<file path="config.mk">
export PLATFORM = sky130hd
export DESIGN_NAME = gpio_cmd_gate
export DESIGN_NICKNAME = d
export VERILOG_FILES = /design/src/rtl/gpio_own_pkg.sv /design/src/rtl/gpio_own_ctrl.sv /design/src/rtl/gpio_own_dp.sv /design/src/rtl/gpio_cmd_gate.sv
export SDC_FILE = /design/constraint.sdc
export NUM_CORES = 1
export LEC_CHECK = 0
export ABC_AREA = 0
export BUFFER_PORTS_ARGS = -buffer_cell sky130_fd_sc_hd__buf_2
export CAP_MARGIN = 20
export CORE_UTILIZATION = 30
export CTS_CLUSTER_SIZE = 8
export DETAILED_ROUTE_END_ITERATION = 8
export GPL_TIMING_DRIVEN = 1
export PLACE_DENSITY = 0.64
export SKIP_LAST_GASP = 1
export SYNTH_ARGS = -nofsm -noshare
export SYNTH_HDL_FRONTEND = slang
export SYNTH_HIERARCHICAL = 1
export SYNTH_SLANG_ARGS = --single-unit
export TNS_END_PERCENT = 50
</file>
<file path="constraint.sdc">
create_clock -name clk -period 4.4 [get_ports clk]
set_input_delay 0.44 -clock clk [delete_from_list [all_inputs] [get_ports clk]]
set_output_delay 0.44 -clock clk [all_outputs]
set_load 0.05 [all_outputs]
</file>
<file path="src/rtl/gpio_own_pkg.sv">
package gpio_own_pkg;
  localparam int GRP_CNT = 4;

  // owner and master codes
  localparam logic [1:0] SRC_HOST  = 2'd0;
  localparam logic [1:0] SRC_LPC   = 2'd1;
  localparam logic [1:0] SRC_COPRO = 2'd2;
  localparam logic [1:0] SRC_BAD   = 2'd3;

  // register selects
  localparam logic [2:0] SEL_OUT  = 3'd0;
  localparam logic [2:0] SEL_DIR  = 3'd1;
  localparam logic [2:0] SEL_IRQ  = 3'd2;
  localparam logic [2:0] SEL_DEB  = 3'd3;
  localparam logic [2:0] SEL_SRC0 = 3'd4;
  localparam logic [2:0] SEL_SRC1 = 3'd5;

  typedef struct packed {
    logic [GRP_CNT-1:0] outWe;
    logic [GRP_CNT-1:0] dirWe;
    logic [GRP_CNT-1:0] irqWe;
    logic               debWe;
    logic               src0We;
    logic               src1We;
  } strobe_t;
endpackage

</file>
<file path="src/rtl/gpio_own_ctrl.sv">
module gpio_own_ctrl
  import gpio_own_pkg::*;
(
  input  logic               clk,
  input  logic               rstN,
  input  logic               wrEn,
  input  logic [1:0]         wrMaster,
  input  logic [2:0]         wrAddr,
  input  logic [GRP_CNT-1:0] ownLo,
  input  logic [GRP_CNT-1:0] ownHi,
  output strobe_t            stb,
  output logic [GRP_CNT-1:0] errFlag
);
  logic [GRP_CNT-1:0] grant;
  logic [GRP_CNT-1:0] errQ;
  logic               hostWr;

  for (genvar g = 0; g < GRP_CNT; g++) begin : gGrp
    logic [1:0] code;
    logic       locked;
    assign code   = {ownHi[g], ownLo[g]};
    assign locked = (code == SRC_BAD) || errQ[g];
    assign grant[g] = wrEn && !locked && (code == wrMaster);

    always_ff @(posedge clk or negedge rstN) begin
      if (!rstN)                 errQ[g] <= 1'b0;
      else if (code == SRC_BAD)  errQ[g] <= 1'b1;
    end
  end

  assign hostWr = wrEn && (wrMaster == SRC_HOST);

  always_comb begin
    stb.outWe  = (wrAddr == SEL_OUT) ? grant : '0;
    stb.dirWe  = (wrAddr == SEL_DIR) ? grant : '0;
    stb.irqWe  = (wrAddr == SEL_IRQ) ? grant : '0;
    stb.debWe  = wrEn && (wrAddr == SEL_DEB);
    stb.src0We = hostWr && (wrAddr == SEL_SRC0);
    stb.src1We = hostWr && (wrAddr == SEL_SRC1);
  end

  assign errFlag = errQ;


  err_sticky_chk: assert property (@(posedge clk) disable iff (!rstN)
    (errQ & $past(errQ)) == $past(errQ));
endmodule

</file>
<file path="src/rtl/gpio_own_dp.sv">
module gpio_own_dp
  import gpio_own_pkg::*;
#(
  parameter  int GROUP_W = 8,
  localparam int BANK_W  = GRP_CNT * GROUP_W
) (
  input  logic               clk,
  input  logic               rstN,
  input  strobe_t            stb,
  input  logic [BANK_W-1:0]  wrData,
  output logic [BANK_W-1:0]  outQ,
  output logic [BANK_W-1:0]  dirQ,
  output logic [BANK_W-1:0]  irqQ,
  output logic [BANK_W-1:0]  debQ,
  output logic [GRP_CNT-1:0] ownLo,
  output logic [GRP_CNT-1:0] ownHi,
  output logic [BANK_W-1:0]  srcLowWord,
  output logic [BANK_W-1:0]  srcHighWord
);
  for (genvar g = 0; g < GRP_CNT; g++) begin : gSlice
    localparam int LSB = g * GROUP_W;

    always_ff @(posedge clk or negedge rstN) begin
      if (!rstN) begin
        outQ[LSB +: GROUP_W] <= '0;
        dirQ[LSB +: GROUP_W] <= '0;
        irqQ[LSB +: GROUP_W] <= '0;
        ownLo[g]             <= 1'b0;
        ownHi[g]             <= 1'b0;
      end else begin
        if (stb.outWe[g]) outQ[LSB +: GROUP_W] <= wrData[LSB +: GROUP_W];
        if (stb.dirWe[g]) dirQ[LSB +: GROUP_W] <= wrData[LSB +: GROUP_W];
        if (stb.irqWe[g]) irqQ[LSB +: GROUP_W] <= wrData[LSB +: GROUP_W];
        if (stb.src0We)   ownLo[g]             <= wrData[LSB];
        if (stb.src1We)   ownHi[g]             <= wrData[LSB];
      end
    end

    assign srcLowWord[LSB +: GROUP_W]  = {{(GROUP_W-1){1'b0}}, ownLo[g]};
    assign srcHighWord[LSB +: GROUP_W] = {{(GROUP_W-1){1'b0}}, ownHi[g]};
  end

  always_ff @(posedge clk or negedge rstN) begin
    if (!rstN)          debQ <= '0;
    else if (stb.debWe) debQ <= wrData;
  end
endmodule

</file>
<file path="src/rtl/gpio_cmd_gate.sv">
module gpio_cmd_gate
  import gpio_own_pkg::*;
#(
  parameter  int GROUP_W = 8,
  localparam int BANK_W  = GRP_CNT * GROUP_W
) (
  input  logic               clk,
  input  logic               rstN,
  input  logic               wrEn,
  input  logic [1:0]         wrMaster,
  input  logic [2:0]         wrAddr,
  input  logic [BANK_W-1:0]  wrData,
  output logic [BANK_W-1:0]  pinOut,
  output logic [BANK_W-1:0]  pinDir,
  output logic [BANK_W-1:0]  irqEnable,
  output logic [BANK_W-1:0]  debounceSel,
  output logic [BANK_W-1:0]  srcLow,
  output logic [BANK_W-1:0]  srcHigh,
  output logic [GRP_CNT-1:0] errFlag
);
  strobe_t            stb;
  logic [GRP_CNT-1:0] ownLo;
  logic [GRP_CNT-1:0] ownHi;

  gpio_own_ctrl u_ctrl (
    .clk(clk), .rstN(rstN), .wrEn(wrEn), .wrMaster(wrMaster), .wrAddr(wrAddr),
    .ownLo(ownLo), .ownHi(ownHi), .stb(stb), .errFlag(errFlag)
  );

  gpio_own_dp #(.GROUP_W(GROUP_W)) u_dp (
    .clk(clk), .rstN(rstN), .stb(stb), .wrData(wrData),
    .outQ(pinOut), .dirQ(pinDir), .irqQ(irqEnable), .debQ(debounceSel),
    .ownLo(ownLo), .ownHi(ownHi), .srcLowWord(srcLow), .srcHighWord(srcHigh)
  );

  for (genvar g = 0; g < GRP_CNT; g++) begin : gChk
    localparam int LSB = g * GROUP_W;

    owner_write_chk: assert property (@(posedge clk) disable iff (!rstN)
      !$stable(pinOut[LSB +: GROUP_W]) |->
        ($past(wrEn) && $past(wrAddr) == SEL_OUT &&
         $past(wrMaster) == {$past(srcHigh[LSB]), $past(srcLow[LSB])}));

    locked_hold_chk: assert property (@(posedge clk) disable iff (!rstN)
      errFlag[g] |=> $stable(pinDir[LSB +: GROUP_W]));
  end


  src_host_only_chk: assert property (@(posedge clk) disable iff (!rstN)
    !$stable(srcLow) |-> ($past(wrEn) && $past(wrMaster) == SRC_HOST));

  deb_write_chk: assert property (@(posedge clk) disable iff (!rstN)
    !$stable(debounceSel) |-> ($past(wrEn) && $past(wrAddr) == SEL_DEB));
endmodule

</file>
==> flow_summary.ini, run 1 <==
[cts]
root_buffer = clkbuf_16
clk_path_buf_depth = 2
cts_buffers = 17
clock_latency_ps = 410
numClockSinks = 140
cts_tree = yes
htree_levels = 4
cts_setup_buffers = 0
cts_resized = 0
path_clk_slew_ps = 60
cts-hold-fix-buffers = 0

[run_status]
status = finished clean

[timing]
setup_tns_ps = 0
whs_ps = 125.7
tightest_slew_ps = 921.8
slew_violations = 0
clock.fmax_ghz = 0.4961
final.min_clock_period_ps = 2016
max_slew_margin = 0.3855
clock-skew-final_ps = 7.750
finalHoldViolCount = 0
setup_slack_ps = 2384
setup_viol = 0
fin_crit_sh = 0.4581
rsz0062_at_grt = false

[drt]
via_count = 3586
drc = 0
ant_nets = 0
drt_pass1_iterations = 5
drt_wl_total_um = 13360
drt-wirelength-per-cell_um = 15.46
vias_per_cell = 4.150
top_layer_used = met5
dr_wl_met3_um = 1112
met2_length_um = 6126
drt-met1-wl_um = 5997
first_iter_violations = 112

[critical_path]
startpoint_type = flop
worst_ep_required_time_ps = 4690
critical_path.max_fanout = 8
crit_arrival_ps = 2310
worstSetupPathType = reg2reg
critPathCaptureType = flop

[global_route]
grt_util_all_layers = 0.1340
grt_pass1_vias = 3440
grt_overflow = 0
antenna_found_initial = 2
grt_pass1_wl_um = 20270
grt_max_degree = 101

[floorplanning]
num_rows = 51
dieArea_um2 = 20830
dieWidth_um = 144.3
fp.coreArea_um2 = 19650
start_util = 0.3091
die_h_um = 144.3
io-pin-count = 236

[place]
gp_congestion = 0.6845
place_ws_ps = 2107
hpwl_um = 9267
placed_area_um2 = 6989
portBuffers = 179

[layout]
seqCellArea_um2 = 3503
drive_gt1_frac = 0.6077
final_area_um2 = 7556
multi_input_area_um2 = 2170
synthToLayoutAreaGrowth_pct = 24.36
final_net_count = 627
diodes = 0
num-fill-cells = 1903

[yosys]
yosysSeqAreaShare = 0.5766
synth_cell_types = 21
syn_area_um2 = 6076
synthArstFlopShare = 1.000
ys_warn_count = 6
synth_edf_count = 0
synthCells = 405
synth.avg_cell_area_um2 = 15.00
synth-seq-cells = 140
synth_flop_cell = dfrtp_1

[hold_path]
min_path_type = in2async

[flow_run]
max_cap_violations = 0

[power]
p_leak_nw = 3.871
power_density_nw_per_um2 = 736.7
power_mw = 5.566
max-vdd-ir-drop_mv = 0.3185
[power breakdown]
group	switching, mW	internal (mW)	total (mW)	leakage [nW]
logic	1.76	0.581	2.34	1.82
clock network	0.535	0.841	1.38	0.270
registers	0.194	1.66	1.85	1.78
total	2.49	3.08	5.57	3.87
[through the flow]
stage          instances  utilization
2_1_floorplan        460            -
3_3_place_gp         833       0.3556
3_5_place_dp         833       0.3556
4_1_cts              864       0.3845
5_1_grt              864       0.3845
6_report             864       0.3845
[flip-flops by register name, summed over array words and instances, names as in the netlist]
register	flops
u_dp/outQ	32
u_dp/debQ	32
u_dp/ownHi	4
u_dp/dirQ	32
u_ctrl/errFlag	4
u_dp/irqQ	32
u_dp/ownLo	4
[cells by family after synthesis]
logic type | count (synthesis) | synth area share
DFF | 140 | 0.5766
and+or+nand+nor | 34 | 0.03377
other | 1 | 0.0006172
muxes | 136 | 0.2706
buffers and inverters | 82 | 0.1044
AOI/OAI and AO/OA | 8 | 0.008238
xor gates and xnor gates | 4 | 0.005765
[worst paths after layout]
check | start | endpoint | slack, ps | cells after the start
max | u_dp/ownLo[2]$_DFFE_PN0P_ | u_dp/dirQ[22]$_DFFE_PN0P_ | 2380 | 4
min | rstN | u_dp/debQ[27]$_DFFE_PN0P_ | 130 | 1
max reg2reg | u_dp/ownLo[2]$_DFFE_PN0P_ | u_dp/dirQ[22]$_DFFE_PN0P_ | 2380 | 4
min reg2reg | u_ctrl/errFlag[0]$_DFFE_PN0N_ | u_ctrl/errFlag[0]$_DFFE_PN0N_ | 470 | 1
max in group asynchronous | rstN | u_dp/dirQ[14]$_DFFE_PN0P_ | 3160 | 2
min in group clk | wrData[11] | u_dp/debQ[11]$_DFFE_PN0P_ | 300 | 2
[final cells by class]
cell class,instances,area share
Clock buffer,19,0.05862
Clock inverter,12,0.01639
Multi-Input combinational cell,238,0.2871
Sequential cell,140,0.4637
Tap cell,265,0.04388
Timing Repair Buffer,190,0.1303
[critical path, stage by stage, from the launching register on]
cell and delay, ps:
dfrtp_1 430, and4bb_2 300, a21oi_1 70, nor3_2 700
mux2_2 410
[cells in the final DEF, fill, tap and decap left out, types with 2 or more instances in the layout]
cell type / n
clkinv_2: 5
conb_1: 56
nor3b_2: 2
clkbuf_16: 17
mux2_4: 30
buf_2: 178
clkinvlp_4: 4
bufinv_16: 2
mux2_2: 106
a21oi_1: 4
nor3_1: 8
nand2_1: 3
nor3_2: 4
xnor2_1: 4
nand2b_1: 4
nor2_1: 7
nor4bb_1: 3
a21o_1: 4
buf_4: 11
dfrtp_1: 140
[metal layers]
layer,GRT usage,vias to the layer above
met4,0.03989,4
met3,0.05596,10
met5,0,-
li1,-,1647
met2,0.2039,167
met1,0.1723,1758
[cell usage after synthesis (3+ instances only)]
master | n | area [um^2]
nand2b_1 | 4 | 25.02
nand2_1 | 3 | 11.26
buf_2 | 12 | 60.06
nor4bb_1 | 3 | 30.03
nor3_1 | 12 | 60.06
a21o_1 | 4 | 30.03
mux2_4 | 30 | 450.4
nor2_1 | 7 | 26.28
xnor2_1 | 4 | 35.03
a21oi_1 | 4 | 20.02
dfrtp_1 | 140 | 3503
buf_4 | 64 | 480.5
mux2_2 | 106 | 1194
buf_12 | 3 | 60.06
buf_6 | 3 | 33.78
Power figures use the tool's default switching activity.
==> run 2: changes to the inputs <==
==> constraint.sdc (replaced) <==
create_clock -name clk -period 1.99 [get_ports clk]
set_input_delay 0.199 -clock clk [delete_from_list [all_inputs] [get_ports clk]]
set_output_delay 0.199 -clock clk [all_outputs]
set_load 0.05 [all_outputs]
==> run 2 against run 1 <==
Against the previous run:
- cell count grew 0.93%
- maximum frequency grew 12%
- sequential cell count is the same
- global-route usage grew 0.37 points
- register-to-register slack lost 2200 ps
- hold slack lost 66 ps
- setup slack lost 2200 ps
- first-iteration DRC count shrank 12%
- die area is the same
- combinational power grew 120%
==> flow_summary.ini, run 2 (synthesis gave the netlist of run 1 again) <==
[run_status]
status = finished clean

[critical_path]
crit_family = simple AND/OR/NAND/NOR gates
critical_path.cell_chain = nor4bb_1 -> a21oi_1 -> nor3_2 -> buf_4 -> mux2_2
startpoint_type = flop
r2r_cells = 5
crit_arrival_ps = 2090
critPathCaptureType = flop
worst_ep_required_time_ps = 2280
cp_num_cells = 5
worstSetupPathType = reg2reg
critical_path.max_fanout = 5
slowest_stage = dfrtp_1
crit_buf_inv = 1
slowest_delay_ps = 430

[layout]
drive_gt1_frac = 0.6106
final_net_count = 635
synthToLayoutAreaGrowth_pct = 26.46
num-fill-cells = 1864
final_cell_mix = buf_2, dfrtp_1, mux2_2
fin_util = 0.3909
final_common_cell = buf_2

[global_route]
grt_max_degree = 56
grt_overflow = 0
grt_util_all_layers = 0.1376
antenna_found_initial = 2
grt_pass1_wl_um = 20980
grt_pass1_vias = 3667

[power]
power_mw = 12.42
max-vdd-ir-drop_mv = 0.8113
p_leak_nw = 3.939
power_density_nw_per_um2 = 1616

[flow_run]
max_cap_violations = 0

[cts]
cts_setup_buffers = 0
clk_path_buf_depth = 2
cts_tree = yes
clock_latency_ps = 410
root_buffer = clkbuf_16
htree_levels = 4
cts_buffers = 17
numClockSinks = 140
path_clk_slew_ps = 60

[timing]
finalHoldViolCount = 0
rsz0062_at_grt = false
fin_crit_sh = 0.9018
clock-skew-final_ps = 7.571
slew_violations = 0
setup_tns_ps = 0
final.min_clock_period_ps = 1794
clock.fmax_ghz = 0.5573
setup_viol = 0

[drt]
first_iter_violations = 99
ant_nets = 0
drc = 0
drt_wl_total_um = 13490
drt-wirelength-per-cell_um = 15.47
via_count = 3692
vias_per_cell = 4.234
drt_pass1_iterations = 4

[floorplanning]
start_util = 0.3091
fp.coreArea_um2 = 19650
num_rows = 51
dieArea_um2 = 20830
io-pin-count = 236
dieWidth_um = 144.3
die_h_um = 144.3

[place]
portBuffers = 179
gp_congestion = 0.6898
hpwl_um = 9620

[hold_path]
hold_depth = 2
min_path_type = in2reg
[run 2: cell count changes in the layout (fill, tap and decap cells not counted), sizes merged]
cell / change
clkinv: -4
buf: +7
diode: +1
dlygate4sd3: +1
clkinvlp: -2
clkbuf: +5
[run 2: report_power, final]
part	leakage, nW	total, mW	switching (mW)	internal, mW
sequential	1.78	4.09	0.426	3.66
combinational	1.87	5.19	3.89	1.30
clock	0.284	3.14	1.15	1.99
[run 2: final timing paths]
kind / startpoint / to / slack, ps
worst max-delay path: u_dp/ownHi[3]$_DFFE_PN0P_ / u_dp/irqQ[24]$_DFFE_PN0P_ / 200
worst min register to register: u_ctrl/errFlag[1]$_DFFE_PN0N_ / u_ctrl/errFlag[1]$_DFFE_PN0N_ / 470
worst min-delay path: wrData[3] / u_dp/debQ[3]$_DFFE_PN0P_ / 60
max in group asynchronous: rstN / u_dp/irqQ[13]$_DFFE_PN0P_ / 1090
worst max register to register: u_dp/ownHi[3]$_DFFE_PN0P_ / u_dp/irqQ[24]$_DFFE_PN0P_ / 200
min in group asynchronous: rstN / u_dp/outQ[27]$_DFFE_PN0P_ / 260
[run 2: metrics by stage]
stage,instance area (um^2),setup WS [ps],instances,hold WS (ps)
finish,7684,195.5,872,59.18
global route,7681,79.15,871,39.51
CTS,7676,57.48,871,32.31
detailed placement,7079,80.65,840,135.2
global placement,7079,76.41,840,135.9
floorplan,6282,382.4,460,-96.59
[run 2: worst reg2reg max path: stages, from the launching register on]
cell      delay, ps
dfrtp_1         430
nor4bb_1        270
a21oi_1         140
nor3_2          290
buf_4           210
mux2_2          330
[run 2: cell type report]
class / instances / area, um^2 / share of cell area
Clock buffer: 24 / 501.7 / 0.06530
Clock inverter: 6 / 85.08 / 0.01107
Multi-Input combinational cell: 238 / 2175 / 0.2830
Sequential cell: 140 / 3503 / 0.4560
Antenna cell: 1 / 2.502 / 0.0003257
Tap cell: 265 / 331.6 / 0.04315
Timing Repair Buffer: 198 / 1085 / 0.1412
[run 2: what timing repair did]
action / 4_1_cts / 5_1_grt
resized for setup: 0 / 1
setup endpoints to repair: 0 / 1
hold endpoints to repair: 36 / 0
hold buffers: 1 / 0
[run 2: routing by layer]
metal  share of wire  global-route usage  vias to the layer above
met2            0.47              0.2181                      174
met5          0.0019                   0                        -
met3           0.078             0.05629                       11
met4          0.0062             0.03490                        4
li1                -                   -                     1669
met1            0.45              0.1730                     1834
==> run 3: changes to the inputs <==
--- a/config.mk
+++ b/config.mk
@@ -8,6 +8,7 @@
 export ABC_AREA = 0
 export BUFFER_PORTS_ARGS = -buffer_cell sky130_fd_sc_hd__buf_2
 export CAP_MARGIN = 20
+export CORE_MARGIN = 2
 export CORE_UTILIZATION = 30
 export CTS_CLUSTER_SIZE = 8
 export DETAILED_ROUTE_END_ITERATION = 8
==> run 3 against run 2 <==
Against the previous run:
- cell count increased by 1.3%
- clock skew increased by 1.4 ps
- register-to-register slack hardly changed
- critical endpoint is now u_dp/irqQ[3]$_DFFE_PN0P_
- largest cell class unchanged
==> flow_summary.ini, run 3 (synthesis gave the netlist of run 1 again) <==
[hold_path]
min_path_type = in2reg
hold_depth = 2
min_from = wrData[20]
min_to = u_dp/debQ[20]$_DFFE_PN0P_

[timing]
final.min_clock_period_ps = 1781
finalHoldViolCount = 0
fin_crit_sh = 0.8950
setup_tns_ps = 0
whs_ps = 60.97
setup_slack_ps = 209.0
clock.fmax_ghz = 0.5615
clock-skew-final_ps = 8.975
slew_violations = 0
setup_viol = 0
rsz0062_at_grt = false

[power]
max-vdd-ir-drop_mv = 0.7181
power_mw = 12.63
p_leak_nw = 3.968
power_density_nw_per_um2 = 1633

[critical_path]
r2r_cells = 5
worstSetupPathType = reg2reg
startpoint_type = flop
r2r-start = u_dp/ownLo[0]$_DFFE_PN0P_
crit_arrival_ps = 2070
rr_endpoint = u_dp/irqQ[3]$_DFFE_PN0P_
critPathCaptureType = flop
worst_ep_required_time_ps = 2280
critical_path.max_fanout = 8
worstSetupStartpoint = u_dp/ownLo[0]$_DFFE_PN0P_
r2r_slack_ps = 210

[drt]
vias_per_cell = 4.177
via_count = 3688
drt_wl_total_um = 13760
first_iter_violations = 100
ant_nets = 0
drt-wirelength-per-cell_um = 15.58
drc = 0
drt_pass1_iterations = 4

[cts]
cts_tree = yes
clock_latency_ps = 410
path_clk_slew_ps = 60
cts_setup_buffers = 0
clk_path_buf_depth = 2
numClockSinks = 140
root_buffer = clkbuf_16
cts_resized = 0
cts_buffers = 17
htree_levels = 4

[place]
place_ws_ps = 206.0
gp_congestion = 0.7075
portBuffers = 179
hpwl_um = 9891
placed_area_um2 = 7091
place_inst = 848

[floorplanning]
num_rows = 52
die_h_um = 146.3
dieArea_um2 = 21410
fp.coreArea_um2 = 20040
dieWidth_um = 146.3
start_util = 0.3032
io-pin-count = 236

[layout]
final_net_count = 638
final_cell_mix = buf_2, dfrtp_1, mux2_2
multi_input_area_um2 = 2165
final_common_cell = buf_2
drive_gt1_frac = 0.6137
seqCellArea_um2 = 3503
synthToLayoutAreaGrowth_pct = 27.24
fin_util = 0.3858
fin_cells = 883
final_area_um2 = 7731
num-fill-cells = 1940

[global_route]
antenna_found_initial = 2
grt_util_all_layers = 0.1322
grt_pass1_wl_um = 21670
grt_max_degree = 58
grt_pass1_vias = 3712
grt_overflow = 0

[flow_run]
max_cap_violations = 0

[run_status]
status = finished clean
==> run 3: cell count changes in the layout (fill, tap and decap cells not counted), sizes merged <==
cell / before / now
buf: 197 / 200
clkinv: 2 / 3
inv: 0 / 4
bufinv: 2 / 3
diode: 1 / 2
clkbuf: 24 / 20
==> run 3: cell type report <==
cell class	count	share of cell area
sequential	140	0.4531
multi-input combinational	238	0.2800
timing repair buffer	201	0.1416
clock buffer	20	0.06037
tap	270	0.04370
clock inverter	12	0.02055
antenna	2	0.0006474
==> run 3: worst max-delay path, stage by stage, from the launching register on <==
cell	delay [ps]
dfrtp_1	440
nor4bb_1	300
a21oi_1	120
nor3_1	220
buf_4	230
mux2_2	350
==> run 3: per-layer routing <==
metal | wire [um] | GRT usage
met5 | 0 | 0
met1 | 6160 | 0.1732
met3 | 1200 | 0.05344
met2 | 6246 | 0.2019
met4 | 150 | 0.03981
==> run 3: what timing repair did <==
item                       CTS  global route
setup endpoints to repair    0             0
hold buffers                 1             0
hold endpoints to repair    44             0
==> run 3: worst max-delay path by stage <==
stage | end | cells past startpoint
after global routing | u_dp/dirQ[5]$_DFFE_PN0P_ | 5
after CTS | u_dp/dirQ[20]$_DFFE_PN0P_ | 5
after global placement | u_dp/dirQ[19]$_DFFE_PN0P_ | 5
after detailed placement | u_dp/outQ[5]$_DFFE_PN0P_ | 5
final | u_dp/irqQ[3]$_DFFE_PN0P_ | 5
after floorplan | u_dp/dirQ[0]$_DFFE_PN0P_ | 4
==> run 3: power by group <==
part           leakage [nW]  internal, mW  switching [mW]
combinational          1.88          1.30            3.90
clock                 0.304          2.09            1.25
sequential             1.78          3.66           0.429
total                  3.97          7.04            5.58
